### src/rtl/dio_pkg.sv
package dio_pkg;
  typedef enum logic [1:0] {CH_IDLE, CH_OUT, CH_EDGE, CH_MATCH} ch_state_e;

  localparam logic [1:0] REQ_NONE = 2'b00;
  localparam logic [1:0] REQ_HIGH = 2'b01;
  localparam logic [1:0] REQ_LOW  = 2'b10;
  localparam logic [1:0] REQ_INIT = 2'b11;

  localparam logic [1:0] MODE_EDGE  = 2'b00;
  localparam logic [1:0] MODE_MATCH = 2'b01;
  localparam logic [1:0] MODE_READ  = 2'b10;
  localparam logic [1:0] MODE_RSVD  = 2'b11;

  localparam logic [1:0] ADDR_CTRL = 2'd0;
  localparam logic [1:0] ADDR_RATE = 2'd1;
  localparam logic [1:0] ADDR_HIST = 2'd2;
  localparam logic [1:0] ADDR_CMD  = 2'd3;

  typedef struct packed {
    logic       irq_en;
    logic [1:0] edge_sel;   // bit0 rising, bit1 falling
  } ctrl_t;
endpackage

### src/rtl/dio_sync_edge.sv
module dio_sync_edge #(
  parameter int STAGES = 2
) (
  input  logic clk,
  input  logic rst_n,
  input  logic pin_in,
  output logic lvl,
  output logic rise,
  output logic fall
);
  logic [STAGES-1:0] chain;
  logic              prev;

  always_ff @(posedge clk or negedge rst_n) begin
    if (!rst_n) begin
      chain <= '0;
      prev  <= 1'b0;
    end else begin
      chain <= {chain[STAGES-2:0], pin_in};
      prev  <= chain[STAGES-1];
    end
  end

  assign lvl  = chain[STAGES-1];
  assign rise = lvl & ~prev;
  assign fall = ~lvl & prev;
endmodule

### src/rtl/dio_match_sched.sv
module dio_match_sched #(
  parameter int TB_W = 16
) (
  input  logic            clk,
  input  logic            rst_n,
  input  logic            arm,
  input  logic            advance,
  input  logic [TB_W-1:0] rate,
  output logic            hit
);
  logic [TB_W-1:0] tb;
  logic [TB_W-1:0] cmp;

  always_ff @(posedge clk or negedge rst_n) begin
    if (!rst_n) begin
      tb  <= '0;
      cmp <= '0;
    end else begin
      tb <= tb + 1'b1;
      if (arm)          cmp <= tb + rate;
      else if (advance) cmp <= cmp + rate;
    end
  end

  assign hit = (tb == cmp);
endmodule

### src/rtl/dio_hist_shift.sv
module dio_hist_shift #(
  parameter int W = 16
) (
  input  logic         clk,
  input  logic         rst_n,
  input  logic         shift_en,
  input  logic         bit_in,
  output logic [W-1:0] hist
);
  always_ff @(posedge clk or negedge rst_n) begin
    if (!rst_n)        hist <= '0;
    else if (shift_en) hist <= {bit_in, hist[W-1:1]};
  end
endmodule

### src/rtl/dio_channel.sv
module dio_channel #(
  parameter int HIST_W      = 16,
  parameter int TB_W        = 16,
  parameter int DATA_W      = 16,
  parameter int SYNC_STAGES = 2
) (
  input  logic              clk,
  input  logic              rst_n,
  input  logic              reg_wr,
  input  logic [1:0]        reg_addr,
  input  logic [DATA_W-1:0] reg_wdata,
  output logic [DATA_W-1:0] reg_rdata,
  input  logic              pin_in,
  output logic              pin_out,
  output logic              pin_oe,
  output logic [HIST_W-1:0] hist_o,
  output logic              rec_irq
);
  import dio_pkg::*;

  localparam int CTRL_W = $bits(ctrl_t);

  ctrl_t           ctrl_q;
  logic [TB_W-1:0] rate_q;
  logic [1:0]      cmd_pend, cmd_mode;
  ch_state_e       state_q, state_n;
  logic            out_lvl, out_lvl_n;
  logic            lvl, rise, fall, hit;
  logic            rec, rec_bit, arm, adv;
  logic            host_req, edge_evt, match_evt, cmd_wr;

  dio_sync_edge #(.STAGES(SYNC_STAGES)) u_sync (
    .clk(clk), .rst_n(rst_n), .pin_in(pin_in),
    .lvl(lvl), .rise(rise), .fall(fall)
  );

  dio_match_sched #(.TB_W(TB_W)) u_sched (
    .clk(clk), .rst_n(rst_n), .arm(arm), .advance(adv),
    .rate(rate_q), .hit(hit)
  );

  dio_hist_shift #(.W(HIST_W)) u_hist (
    .clk(clk), .rst_n(rst_n), .shift_en(rec), .bit_in(rec_bit),
    .hist(hist_o)
  );

  assign cmd_wr    = reg_wr && (reg_addr == ADDR_CMD);
  assign host_req  = (cmd_pend != REQ_NONE);
  assign edge_evt  = (state_q == CH_EDGE) &&
                     ((rise && ctrl_q.edge_sel[0]) || (fall && ctrl_q.edge_sel[1]));
  assign match_evt = (state_q == CH_MATCH) && hit;

  always_comb begin
    rec       = 1'b0;
    rec_bit   = 1'b0;
    arm       = 1'b0;
    adv       = 1'b0;
    state_n   = state_q;
    out_lvl_n = out_lvl;
    if (host_req) begin
      adv = match_evt;  // keep periodic schedule even when the sample is dropped
      unique case (cmd_pend)
        REQ_HIGH: begin state_n = CH_OUT; out_lvl_n = 1'b1; rec = 1'b1; rec_bit = 1'b1; end
        REQ_LOW:  begin state_n = CH_OUT; out_lvl_n = 1'b0; rec = 1'b1; rec_bit = 1'b0; end
        default: begin
          unique case (cmd_mode)
            MODE_EDGE:  begin state_n = CH_EDGE; rec = 1'b1; rec_bit = lvl; end
            MODE_MATCH: begin state_n = CH_MATCH; arm = 1'b1; adv = 1'b0;
                              rec = 1'b1; rec_bit = lvl; end
            MODE_READ:  begin rec = 1'b1; rec_bit = (state_q == CH_OUT) ? out_lvl : lvl; end
            default:    ;
          endcase
        end
      endcase
    end else if (edge_evt) begin
      rec = 1'b1; rec_bit = lvl;
    end else if (match_evt) begin
      rec = 1'b1; rec_bit = lvl; adv = 1'b1;
    end
  end

  always_ff @(posedge clk or negedge rst_n) begin
    if (!rst_n) begin
      ctrl_q   <= '0;
      rate_q   <= '0;
      cmd_pend <= REQ_NONE;
      cmd_mode <= MODE_EDGE;
      state_q  <= CH_IDLE;
      out_lvl  <= 1'b0;
      rec_irq  <= 1'b0;
    end else begin
      state_q <= state_n;
      out_lvl <= out_lvl_n;
      rec_irq <= rec && ctrl_q.irq_en;
      if (reg_wr && reg_addr == ADDR_CTRL) ctrl_q <= ctrl_t'(reg_wdata[CTRL_W-1:0]);
      if (reg_wr && reg_addr == ADDR_RATE) rate_q <= reg_wdata[TB_W-1:0];
      if (cmd_wr) begin
        cmd_pend <= reg_wdata[1:0];
        cmd_mode <= reg_wdata[3:2];
      end else if (host_req) begin
        cmd_pend <= REQ_NONE;
      end
    end
  end

  always_comb begin
    reg_rdata = '0;
    unique case (reg_addr)
      ADDR_CTRL: reg_rdata[CTRL_W-1:0] = ctrl_q;
      ADDR_RATE: reg_rdata[TB_W-1:0]   = rate_q;
      ADDR_HIST: reg_rdata[HIST_W-1:0] = hist_o;
      default:   reg_rdata[3:0]        = {cmd_mode, cmd_pend};
    endcase
  end

  assign pin_oe  = (state_q == CH_OUT);
  assign pin_out = out_lvl;
endmodule

### config.mk
export PLATFORM = sky130hd
export DESIGN_NAME = dio_channel
export DESIGN_NICKNAME = d
export VERILOG_FILES = /design/src/rtl/dio_pkg.sv /design/src/rtl/dio_sync_edge.sv /design/src/rtl/dio_match_sched.sv /design/src/rtl/dio_hist_shift.sv /design/src/rtl/dio_channel.sv
export SDC_FILE = /design/constraint.sdc
export NUM_CORES = 1
export LEC_CHECK = 0
export BUFFER_PORTS_ARGS = -buffer_cell sky130_fd_sc_hd__buf_2
export CAP_MARGIN = 20
export CORE_MARGIN = 2
export CORE_UTILIZATION = 35
export CTS_BUF_LIST = sky130_fd_sc_hd__clkbuf_16
export DETAILED_ROUTE_END_ITERATION = 6
export SYNTH_ARGS = -nofsm -noshare
export SYNTH_HDL_FRONTEND = slang
export SYNTH_SLANG_ARGS = --single-unit
### constraint.sdc
create_clock -name clk -period 8.6 [get_ports clk]
set_clock_uncertainty 0.05 [all_clocks]
set_input_delay 0.86 -clock clk [delete_from_list [all_inputs] [get_ports clk]]
set_output_delay 0.86 -clock clk [all_outputs]
set_load 0.1 [all_outputs]
==> results by group, run 1 <==
Setup path
  – CP peak stage delay: ~860 ps
  – CP cell instances: inv_1 -> ha_1 -> nor4_4 -> mux2_2 -> ha_1 -> fa_1 -> a21o_1 -> a31o_2 -> a21oi_1 -> a311oi_1 -> a221oi_1 -> xor2_1 -> o21ai_0
  – Kind of critical path: reg -> reg
  – R2R depth: 13
  – CP startpoint kind: flip-flop
  – Crit path top cell by count: ha_1
  – Crit path to: u_sched.cmp[14]
  – Arrival time at the worst endpoint: 4680 ps
  – Flop-to-flop setup slack: 4090 ps
  – Required @ worst endpoint: approximately 9000 ps
  – Slowest stage cell, crit path: nor4_4
  – Worst path bufs/invs: 1
  – Critical path launch point: cmd_pend[0]
  – Crit. End Element: flip-flop
  – Crit path depth: 13
  – Reg2reg start: cmd_pend[0]
  – RR Endpoint: u_sched.cmp[14]
  – CP top delay family: compound AO/OA/AOI/OAI gates
  – Crit-path max FO: 17

Global routing
  – Initial antenna violation count: 0
  – First-pass GRT wire length: 16000 µm
  – Tot GR Track Use: 0.153
  – Vias in the first global route: 3069
  – GRT overflow: 0
  – Largest net degree at the start of global routing: 79

Floorplan
  – Full die area: 0.0137 mm²
  – Std cell rows: 41
  – Die Width: 117 µm
  – Die H: 117 µm
  – I/O pin total: 57
  – Core area: 0.0125 mm²
  – Initial Utilization: 0.357

Timing
  – Worst hold slack: 271 ps
  – TNS Setup: 0 ps
  – Post-layout min period: 4510 ps
  – Hold Vio Cnt, Final: 0
  – Max Slew Vio Count: 0
  – Unrepaired setup endpoints after global routing: false
  – Worst slew pin tran: 1000 ps
  – Worst slew margin: 0.327
  – Crit share post-route: 0.525
  – F_max: 222 MHz
  – Setup violations, final: 0

Layout
  – Area Growth Syn to Fin: 17.2%
  – Layout Nets: between 500 and 600
  – ANT cells: 0
  – Share of layout cells above drive strength 1: 0.290
  – Final std cell area, no fill: 0.00523 mm²
  – Layout fillers: 1251

Synthesis
  – Seq/Total Area, Yosys: 0.437
  – Synthesized instance count: 401
  – Netlist cell types: 47
  – Avg Inst Size Synth: 11.1 µm²
  – Netlist Area Pre-Place: approximately 0.0045 mm²
  – Top FF cell, synth: dfrtp_1
  – Syn Nets: 449
  – Synth Warn #: 0
  – Fraction of registers with async set/reset: 1.00
  – FF+latch count, synth: a little under 80
  – Post-synth EDFFs: 0

Clock network
  – CTS Hold Bufs: 0
  – CTS tree: built
  – Post-CTS Setup Repair Bufs: 0
  – Clock Sinks: 78
  – Cts bufs inserted: 9
  – Clock Tree Buf Depth: 2
  – Clock Latency Late Sink: 350 ps
  – Clk slew on worst S/H paths: 70 ps
  – Clock root cell: clkbuf_16
  – H-tree Lvls: 3
  – CTS resizes: 0

Route
  – Post-Route WL: 9660 µm
  – First DRT Iteration DRCs: approximately 140
  – Vias/cell: 4.90
  – Antenna viol nets, final: 0
  – Remaining routing DRC violations: 0
  – WL/cell: 15.3 µm
  – DR pass1 iterations: 4
  – Vias: a little over 3k

Placed design
  – RePlAce Congestion: 0.829
  – DP HPWL: 7110 µm
  – Port Buffers: 56
  – Post-DP Area: just under 0.005 mm²

Hold path
  – Worst Hold Class: in -> async

Power
  – Internal Power: 0.00101 W
  – Seq pwr share: 0.294
  – NetSw: between 0.0008 and 0.0009 W
  – Clock share of power: 0.206
  – Leakage: 2.44 nW
  – P per Cell Area: approximately 370 mW/mm²
  – Switching part of the total: 0.470
  – Comb pwr share: 0.501
  – Max VDD drop: 0.000261 V

Run
  – Max-cap violation count: 0

Outcome
  – Outcome: complete, no violations
[through the flow]
stage	total power [W]	std cells	setup slack, ps	util
final	0.00191	630	4090	0.418
after global routing	0.00202	630	3780	0.418
after CTS	0.00192	629	4060	0.416
after detailed placement	0.00152	613	4090	0.391
after global placement	0.00151	613	4190	0.391
after floorplan	0.00134	401	3880	-
[sequential cells by signal, summed over array words and instances, names as in the netlist]
signal,flops
rec_irq,1
cmd_mode,2
rate_q,16
pin_out,1
u_sched.cmp,16
u_sync.prev,1
ctrl_q,3
u_hist.hist,16
u_sched.tb,16
u_sync.chain,2
cmd_pend,2
state_q,2
[worst register-to-register path, cell delays in order, from the launching register on]
cell and delay, ps:
dfrtp_1 390, inv_1 100, ha_1 420, nor4_4 860, mux2_2 420, ha_1 220, fa_1 400, a21o_1 190
a31o_2 240, a21oi_1 310, a311oi_1 210, a221oi_1 340, xor2_1 160, o21ai_0 80
[per-layer routing]
layer,global-route usage,up-vias,share of wire
li1,-,1540,-
met1,0.213,1467,0.50
met2,0.226,71,0.45
met3,0.0386,11,0.039
met5,0,-,0
met4,0.0635,0,0.014
[power by group through the flow]
stage	clock network, W	registers [W]	logic (W)
after floorplan	0	0.000788	0.000557
after global placement	0	0.000565	0.000947
after detailed placement	0	0.000569	0.000955
after CTS	0.000401	0.000562	0.000961
after global routing	0.000418	0.000578	0.00103
final	0.000393	0.000561	0.000956
[cell families after synthesis]
group	share of synthesized area
AO/OA/AOI/OAI	0.109
XOR/XNOR	0.0894
adder cells (fa/ha/maj)	0.0746
buffers and inverters	0.0280
flip-flops	0.437
multiplexers	0.159
AND/OR/NAND/NOR	0.103
[synth_stat cells (all sizes together), types with 2 or more instances]
master	n	area, µm²
nor2	10	37.5
o22ai	2	12.5
ha	25	313
and2	4	25.0
dfrtp	78	1950
nor2b	13	81.3
clkbuf	13	48.8
mux2	55	649
a22oi	13	97.6
nor3	3	15.0
buf	4	31.3
a211oi	2	15.0
a21oi	16	80.1
mux2i	6	60.1
xor2	16	140
nand2	30	113
o21ai	17	85.1
nand3	10	50.1
inv	12	45.0
a31oi	2	12.5
nand4	8	50.1
and3	4	25.0
a21o	8	60.1
xnor2	27	236
nor4	3	31.3
a222oi	3	30.0
[worst min-delay path by stage]
stage / start / cells after the start / end / slack [ps]
after floorplan: u_sync.chain[0] / 0 / u_sync.chain[1] / 280
after global placement: u_sync.chain[0] / 0 / u_sync.chain[1] / 280
after detailed placement: u_sync.chain[0] / 0 / u_sync.chain[1] / 290
after CTS: u_sync.chain[0] / 0 / u_sync.chain[1] / 310
after global routing: rst_n / 1 / pin_out / 260
final: rst_n / 1 / cmd_mode[0] / 270
[layout make-up]
type / instances / area, µm² / area share
Clock buffer: 9 / 225 / 0.0431
Timing Repair Buffer: 58 / 318 / 0.0608
Sequential cell: 78 / 1950 / 0.373
Multi-Input combinational cell: 294 / 2390 / 0.458
Clock inverter: 7 / 80.1 / 0.0153
Inverter: 12 / 45.0 / 0.00861
Tap cell: 172 / 215 / 0.0411
[cell usage in the layout (no fill, tap or decap), types with 2 or more instances in the layout]
master      instances
dfrtp_1            78
buf_2              55
mux2_2             47
nand2_1            30
xnor2_1            27
ha_1               25
o21ai_0            17
xor2_1             16
a21oi_1            16
a22oi_1            13
nor2b_1            13
inv_1              12
nand3_1            10
nor2_1             10
clkbuf_16           9
nand4_1             8
a21o_1              8
mux2_4              8
mux2i_1             6
and3_1              4
and2_1              4
a222oi_1            3
nor3_1              3
inv_6               3
a31oi_1             2
o22ai_1             2
a211oi_1            2
clkinvlp_4          2
buf_4               2
Power figures use the tool's default switching activity.
==> run 2: changes to the inputs <==
- clock period: 8.6 -> 4.35 ns (I/O delays scaled with it)
==> run 2 against run 1 <==
- the flow now finishes with violations (hold timing)
- power up 100%
- non-clock buffer count up 1
- cell count up 0.16%
- hold slack worse by 290 ps
- critical path depth unchanged
- register-to-register slack worse by 3800 ps
- first-iteration DRC count up 49%
- global-route usage down 0.12 points
==> results by group, run 2 (synthesized netlist as in run 1, its figures left out) <==
Route
  – DR pass1 iterations: 5
  – Vias: 3180
  – Post-Route WL: 9840 µm
  – Antenna viol nets, final: 0
  – WL/cell: between 15 and 20 µm
  – Vias/cell: roughly 5.0
  – Remaining routing DRC violations: 0
  – First DRT Iteration DRCs: 205

Layout
  – Most frequent cells in the layout: 78 x dfrtp_1, 55 x buf_2, 47 x mux2_2
  – Layout Nets: 502
  – Most common cell after layout, fill and taps aside: dfrtp_1
  – Share of layout cells above drive strength 1: 0.290
  – Area Growth Syn to Fin: 17.7%
  – Layout fillers: 1223
  – ANT cells: 0
  – Layout Utilization: 0.420

Floorplan
  – Die H: 117 µm
  – Die Width: roughly 120 µm
  – I/O pin total: 57
  – Full die area: 0.0137 mm²
  – Core area: 0.0125 mm²
  – Std cell rows: 41
  – Initial Utilization: 0.357

Global routing
  – GR peak layer: met2
  – Met2 GRT Util: 0.232
  – GRT overflow: 0
  – Vias in the first global route: 3122
  – Met3 GRT Util: 0.0288
  – Largest net degree at the start of global routing: 79
  – Tot GR Track Use: 0.151
  – Global-route met1 utilization: 0.213
  – First-pass GRT wire length: between 15000 and 20000 µm
  – Initial antenna violation count: 0

Setup path
  – Slowest stage cell, crit path: ha_1
  – Required @ worst endpoint: 4530 ps
  – Crit path top cell by count: ha_1
  – Flop-to-flop setup slack: 330 ps
  – Kind of critical path: reg -> reg
  – RR Endpoint: u_sched.cmp[14]
  – R2R depth: 13
  – Worst path bufs/invs: 1
  – Reg2reg start: cmd_pend[0]
  – Crit. End Element: flip-flop
  – CP peak stage delay: 420 ps
  – Crit-path max FO: 6
  – Arrival time at the worst endpoint: 4200 ps
  – CP cell instances: inv_1 -> ha_1 -> nor4_4 -> mux2_2 -> ha_1 -> fa_1 -> a21o_1 -> a31o_2 -> a21oi_1 -> a311oi_1 -> a221oi_1 -> xor2_1 -> o21ai_0
  – CP startpoint kind: flip-flop
  – CP top delay family: compound AO/OA/AOI/OAI gates
  – Crit path depth: 13

Timing
  – TNS Setup: 0 ps
  – Setup violations, final: 0
  – F_max: roughly 250 MHz
  – Worst slew margin: 0.430
  – Post-layout min period: 4020 ps
  – Worst slew pin tran: 854 ps
  – Hold Vio Cnt, Final: 27
  – Final setup margin: 329 ps
  – Worst hold slack: -18.0 ps
  – Crit share post-route: 0.924
  – Max Slew Vio Count: 0
  – Unrepaired setup endpoints after global routing: false

Clock network
  – CTS resizes: 0
  – Clock Latency Late Sink: 350 ps
  – Cts bufs inserted: 9
  – Clock root cell: clkbuf_16
  – Post-CTS Setup Repair Bufs: 0
  – CTS Hold Bufs: 0
  – Clock Sinks: 78
  – CTS tree: built
  – H-tree Lvls: 3
  – Clk slew on worst S/H paths: 60 ps
  – Clock Tree Buf Depth: 2

Power
  – Max VDD drop: 0.000602 V
  – Leakage: 2.45 nW
  – P per Cell Area: 729 mW/mm²

Placed design
  – Port Buffers: 56
  – RePlAce Congestion: roughly 0.84
  – DP HPWL: 7260 µm
  – Worst slack, placed: 372 ps

Outcome
  – Failing checks: hold timing
  – Outcome: finished, violations left

Run
  – Max-cap violation count: 0

Hold path
  – Worst Hold Class: in -> async
==> run 2: changes by cell type in the layout (fill, tap and decap cells not counted), sizes merged <==
cell / before / now
inv: 15 / 14
bufinv: 1 / 2
buf: 58 / 59
==> run 2: how the worst max path moves through the flow <==
stage	from	end	slack (ps)
2_1_floorplan	cmd_pend[0]	u_sched.cmp[14]	20
3_3_place_gp	cmd_pend[0]	u_sched.cmp[14]	480
3_5_place_dp	cmd_pend[0]	u_sched.cmp[13]	370
4_1_cts	cmd_pend[0]	u_sched.cmp[13]	350
5_1_grt	cmd_pend[0]	u_sched.cmp[13]	110
6_report	cmd_pend[0]	u_sched.cmp[14]	330
==> run 2: per-stage QoR <==
stage	hold slack, ps	total power [W]	instance area [µm²]	instances
2_1_floorplan	89.4	0.00266	4460	401
3_3_place_gp	283	0.00299	4900	614
3_5_place_dp	289	0.00301	4900	614
4_1_cts	137	0.00385	5230	630
5_1_grt	14.2	0.00405	5250	631
6_report	-18.0	0.00383	5250	631
==> run 2: cell type report <==
class	instances	area, µm²	area share
Sequential cell	78	1950	0.372
Clock inverter	7	96.3	0.0183
Inverter	12	45.0	0.00857
Multi-Input combinational cell	294	2390	0.456
Tap cell	172	215	0.0410
Timing Repair Buffer	59	325	0.0619
Clock buffer	9	225	0.0429
==> run 2: layer usage <==
metal  vias up  part of all wire
li1       1551                 -
met1      1557              0.49
met2        61              0.46
met3        11             0.039
met4         0             0.017
met5         -                 0
==> run 2: report_power, final <==
part / switching [W] / total [W] / internal, W
clock network: 0.000315 / 0.000820 / 0.000504
registers: 0.000197 / 0.00111 / 0.000915
logic: 0.00126 / 0.00190 / 0.000636
total: 0.00177 / 0.00383 / 0.00206
==> run 3: changes to the inputs <==
- ABC_AREA: unset -> 1
- CORE_UTILIZATION: 35 -> 40
- SETUP_SLACK_MARGIN: unset -> 0.2
==> run 3 against run 2 <==
- area after synthesis up 4.2%
- sequential share of layout area down 0.99 points
- power grew 0.31%
- cell count up 27%
- sequential cell count unchanged
- the run now ends clean
- critical path type unchanged
- clock-buffer cell count unchanged
- first-iteration DRC count decreased by 7.8%
- register-to-register slack gained 510 ps
- core utilization increased by 5.5 points
==> results by group, run 3 <==
Placed design
  – Port Buffers: between 50 and 60
  – RePlAce Congestion: 0.880
  – DP HPWL: between 8000 and 9000 µm

Synthesis
  – Post-synth EDFFs: 0
  – Fraction of registers with async set/reset: 1.00
  – FF+latch count, synth: 78
  – Most common cell in the netlist: nand2_1
  – Syn Nets: approximately 650
  – Synth area leaders: dfrtp_1 42%, nand2_1 17%, ha_1 6.7%
  – Cell taking the most area after synthesis: dfrtp_1
  – Synth Warn #: 0
  – Synth Area in XOR/XNOR: 0.0452
  – Simple-Gate Fraction of Synth Area: 0.269
  – Synth cell count leaders: 206 x nand2_1, 78 x dfrtp_1, 58 x inv_1
  – Largest family of logic cells by synthesized area: simple AND/OR/NAND/NOR gates
  – Netlist Area Pre-Place: roughly 0.0047 mm²
  – Synthesized instance count: 604
  – Compound-cell area share of the yosys netlist: 0.0990
  – Synth top area share: 0.420
  – Synth Area in Adders: 0.0716
  – Avg Inst Size Synth: slightly below 8 µm²
  – Netlist cell types: 33
  – Seq/Total Area, Yosys: 0.420
  – Post-synthesis mux area share: 0.0266
  – Top FF cell, synth: dfrtp_1

Route
  – Vias/cell: 5.00
  – Vias: about 4k
  – Antenna viol nets, final: 0
  – Remaining routing DRC violations: 0
  – WL/cell: roughly 14 µm
  – Post-Route WL: 11400 µm
  – First DRT Iteration DRCs: 189
  – DR pass1 iterations: 5

Timing
  – Post-layout min period: 3510 ps
  – Unrepaired setup endpoints after global routing: false
  – Worst hold slack: about 140 ps
  – F_max: 285 MHz
  – Setup violations, final: 0
  – Max Slew Vio Count: 0
  – Crit share post-route: 0.807
  – Hold Vio Cnt, Final: 0
  – Worst slew margin: 0.365
  – Worst slew pin tran: 950 ps
  – TNS Setup: 0 ps

Power
  – Switching part of the total: 0.491
  – NetSw: 0.00188 W
  – Seq pwr share: 0.287
  – Total power: 0.00384 W
  – Max VDD drop: approximately 0.00051 V
  – Internal Power: 0.00196 W
  – P per Cell Area: 711 mW/mm²
  – Comb pwr share: 0.485
  – Leakage: 2.89 nW
  – Clock share of power: 0.228

Clock network
  – CTS tree: built
  – Clock root cell: clkbuf_16
  – Clock Sinks: 78
  – CTS resizes: 0
  – Clk slew on worst S/H paths: 70 ps
  – Clock Tree Buf Depth: 2
  – Cts bufs inserted: 9
  – Clock Latency Late Sink: approximately 340 ps
  – H-tree Lvls: 3
  – Post-CTS Setup Repair Bufs: 0

Setup path
  – Crit path top cell by count: nand2_1
  – Kind of critical path: reg -> reg
  – CP peak stage delay: 620 ps
  – Worst path bufs/invs: 1
  – Required @ worst endpoint: around 4500 ps
  – Crit-path max FO: 33
  – Crit. End Element: flip-flop
  – Arrival time at the worst endpoint: between 3000 and 4000 ps
  – CP cell instances: inv_1 -> ha_1 -> nor2_1 -> nand2_1 -> o21ai_0 -> fa_1 -> nand3_1 -> nand2_1 -> nand3_1 -> nand2_1 -> nand3_1 -> nand2_1 -> nand2_1 -> nand3_1 -> nand2_1
  – CP top delay family: simple AND/OR/NAND/NOR gates
  – CP startpoint kind: flip-flop
  – Slowest stage cell, crit path: o21ai_0

Floorplan
  – Std cell rows: 39
  – Die Width: 112 µm
  – Core area: 0.0114 mm²
  – Die H: 112 µm
  – Initial Utilization: 0.409
  – I/O pin total: 57
  – Full die area: 0.0125 mm²

Layout
  – Area Growth Syn to Fin: 16.1%
  – ANT cells: 0
  – Layout Nets: 703
  – Most common cell after layout, fill and taps aside: nand2_1
  – Share of layout cells above drive strength 1: 0.142
  – Most frequent cells in the layout: 206 x nand2_1, 78 x dfrtp_1, 58 x inv_1

Global routing
  – Initial antenna violation count: 0
  – Vias in the first global route: 4046
  – GRT overflow: 0
  – Tot GR Track Use: 0.199
  – First-pass GRT wire length: 19900 µm
  – Largest net degree at the start of global routing: 79

Hold path
  – Worst Hold Class: in -> reg

Outcome
  – Outcome: complete, no violations

Run
  – Max-cap violation count: 0
## run 3: cell count changes after synthesis, moves of 23 or more
| cell | delta |
|---|---|
| inv_1 | +46 |
| nand2_1 | +176 |
| mux2_2 | -36 |
| nand3_1 | +41 |
| xnor2_1 | -23 |
## run 3: metrics by stage
| stage | std cells | util | setup slack, ps | cell area (µm²) |
|---|---|---|---|---|
| after floorplan | 604 | - | 1110 | 4650 |
| after global placement | 785 | 0.441 | 1020 | 5010 |
| after detailed placement | 785 | 0.441 | 907 | 5010 |
| after CTS | 801 | 0.471 | 870 | 5360 |
| after global routing | 803 | 0.475 | 442 | 5400 |
| final | 803 | 0.475 | 839 | 5400 |
## run 3: cell type report
cell class | instances | area [µm²]
Inverter | 59 | 221
Multi-Input combinational cell | 449 | 2380
Fill cell | 1098 | 5970
Sequential cell | 78 | 1950
Clock inverter | 7 | 121
Tap cell | 143 | 179
Timing Repair Buffer | 58 | 320
Clock buffer | 9 | 225
## run 3: final timing paths
kind                                  from         endpoint  slack [ps]  cells past startpoint
hold reg to reg            u_sync.chain[0]  u_sync.chain[1]         300                      0
hold / removal                      pin_in  u_sync.chain[0]         140                      1
max in group asynchronous            rst_n   u_sched.cmp[1]        3160                      3
min in group asynchronous            rst_n    u_sched.tb[1]         510                      2
setup reg to reg               cmd_pend[0]  u_sched.cmp[14]         840                     15
setup / recovery               cmd_pend[0]  u_sched.cmp[14]         840                     15
## run 3: timing repair
item	in CTS	in global routing
hold buffers	0	1
endpoints found under the hold margin	0	24
setup endpoints to repair	0	0
## run 3: power by group through the flow
stage	registers, W	clock network [W]	logic (W)
after floorplan	0.00154	0	0.00106
after global placement	0.00111	0	0.00183
after detailed placement	0.00111	0	0.00185
after CTS	0.00110	0.000896	0.00186
after global routing	0.00113	0.000932	0.00206
final	0.00110	0.000874	0.00186
## run 3: cell families after synthesis
| group | after synthesis |
|---|---|
| AND/OR/NAND/NOR | 302 |
| adder cells (fa/ha/maj) | 26 |
| AO/OA/AOI/OAI | 86 |
| buffers and inverters | 77 |
| multiplexers | 11 |
| XOR/XNOR | 24 |
| flip-flops | 78 |
## run 3: routing by layer
layer	up-vias	wire [µm]	GRT usage
met3	16	758	0.0446
met1	1841	5420	0.269
li1	2051	-	-
met2	111	5010	0.312
met4	0	201	0.0757
met5	-	0	0
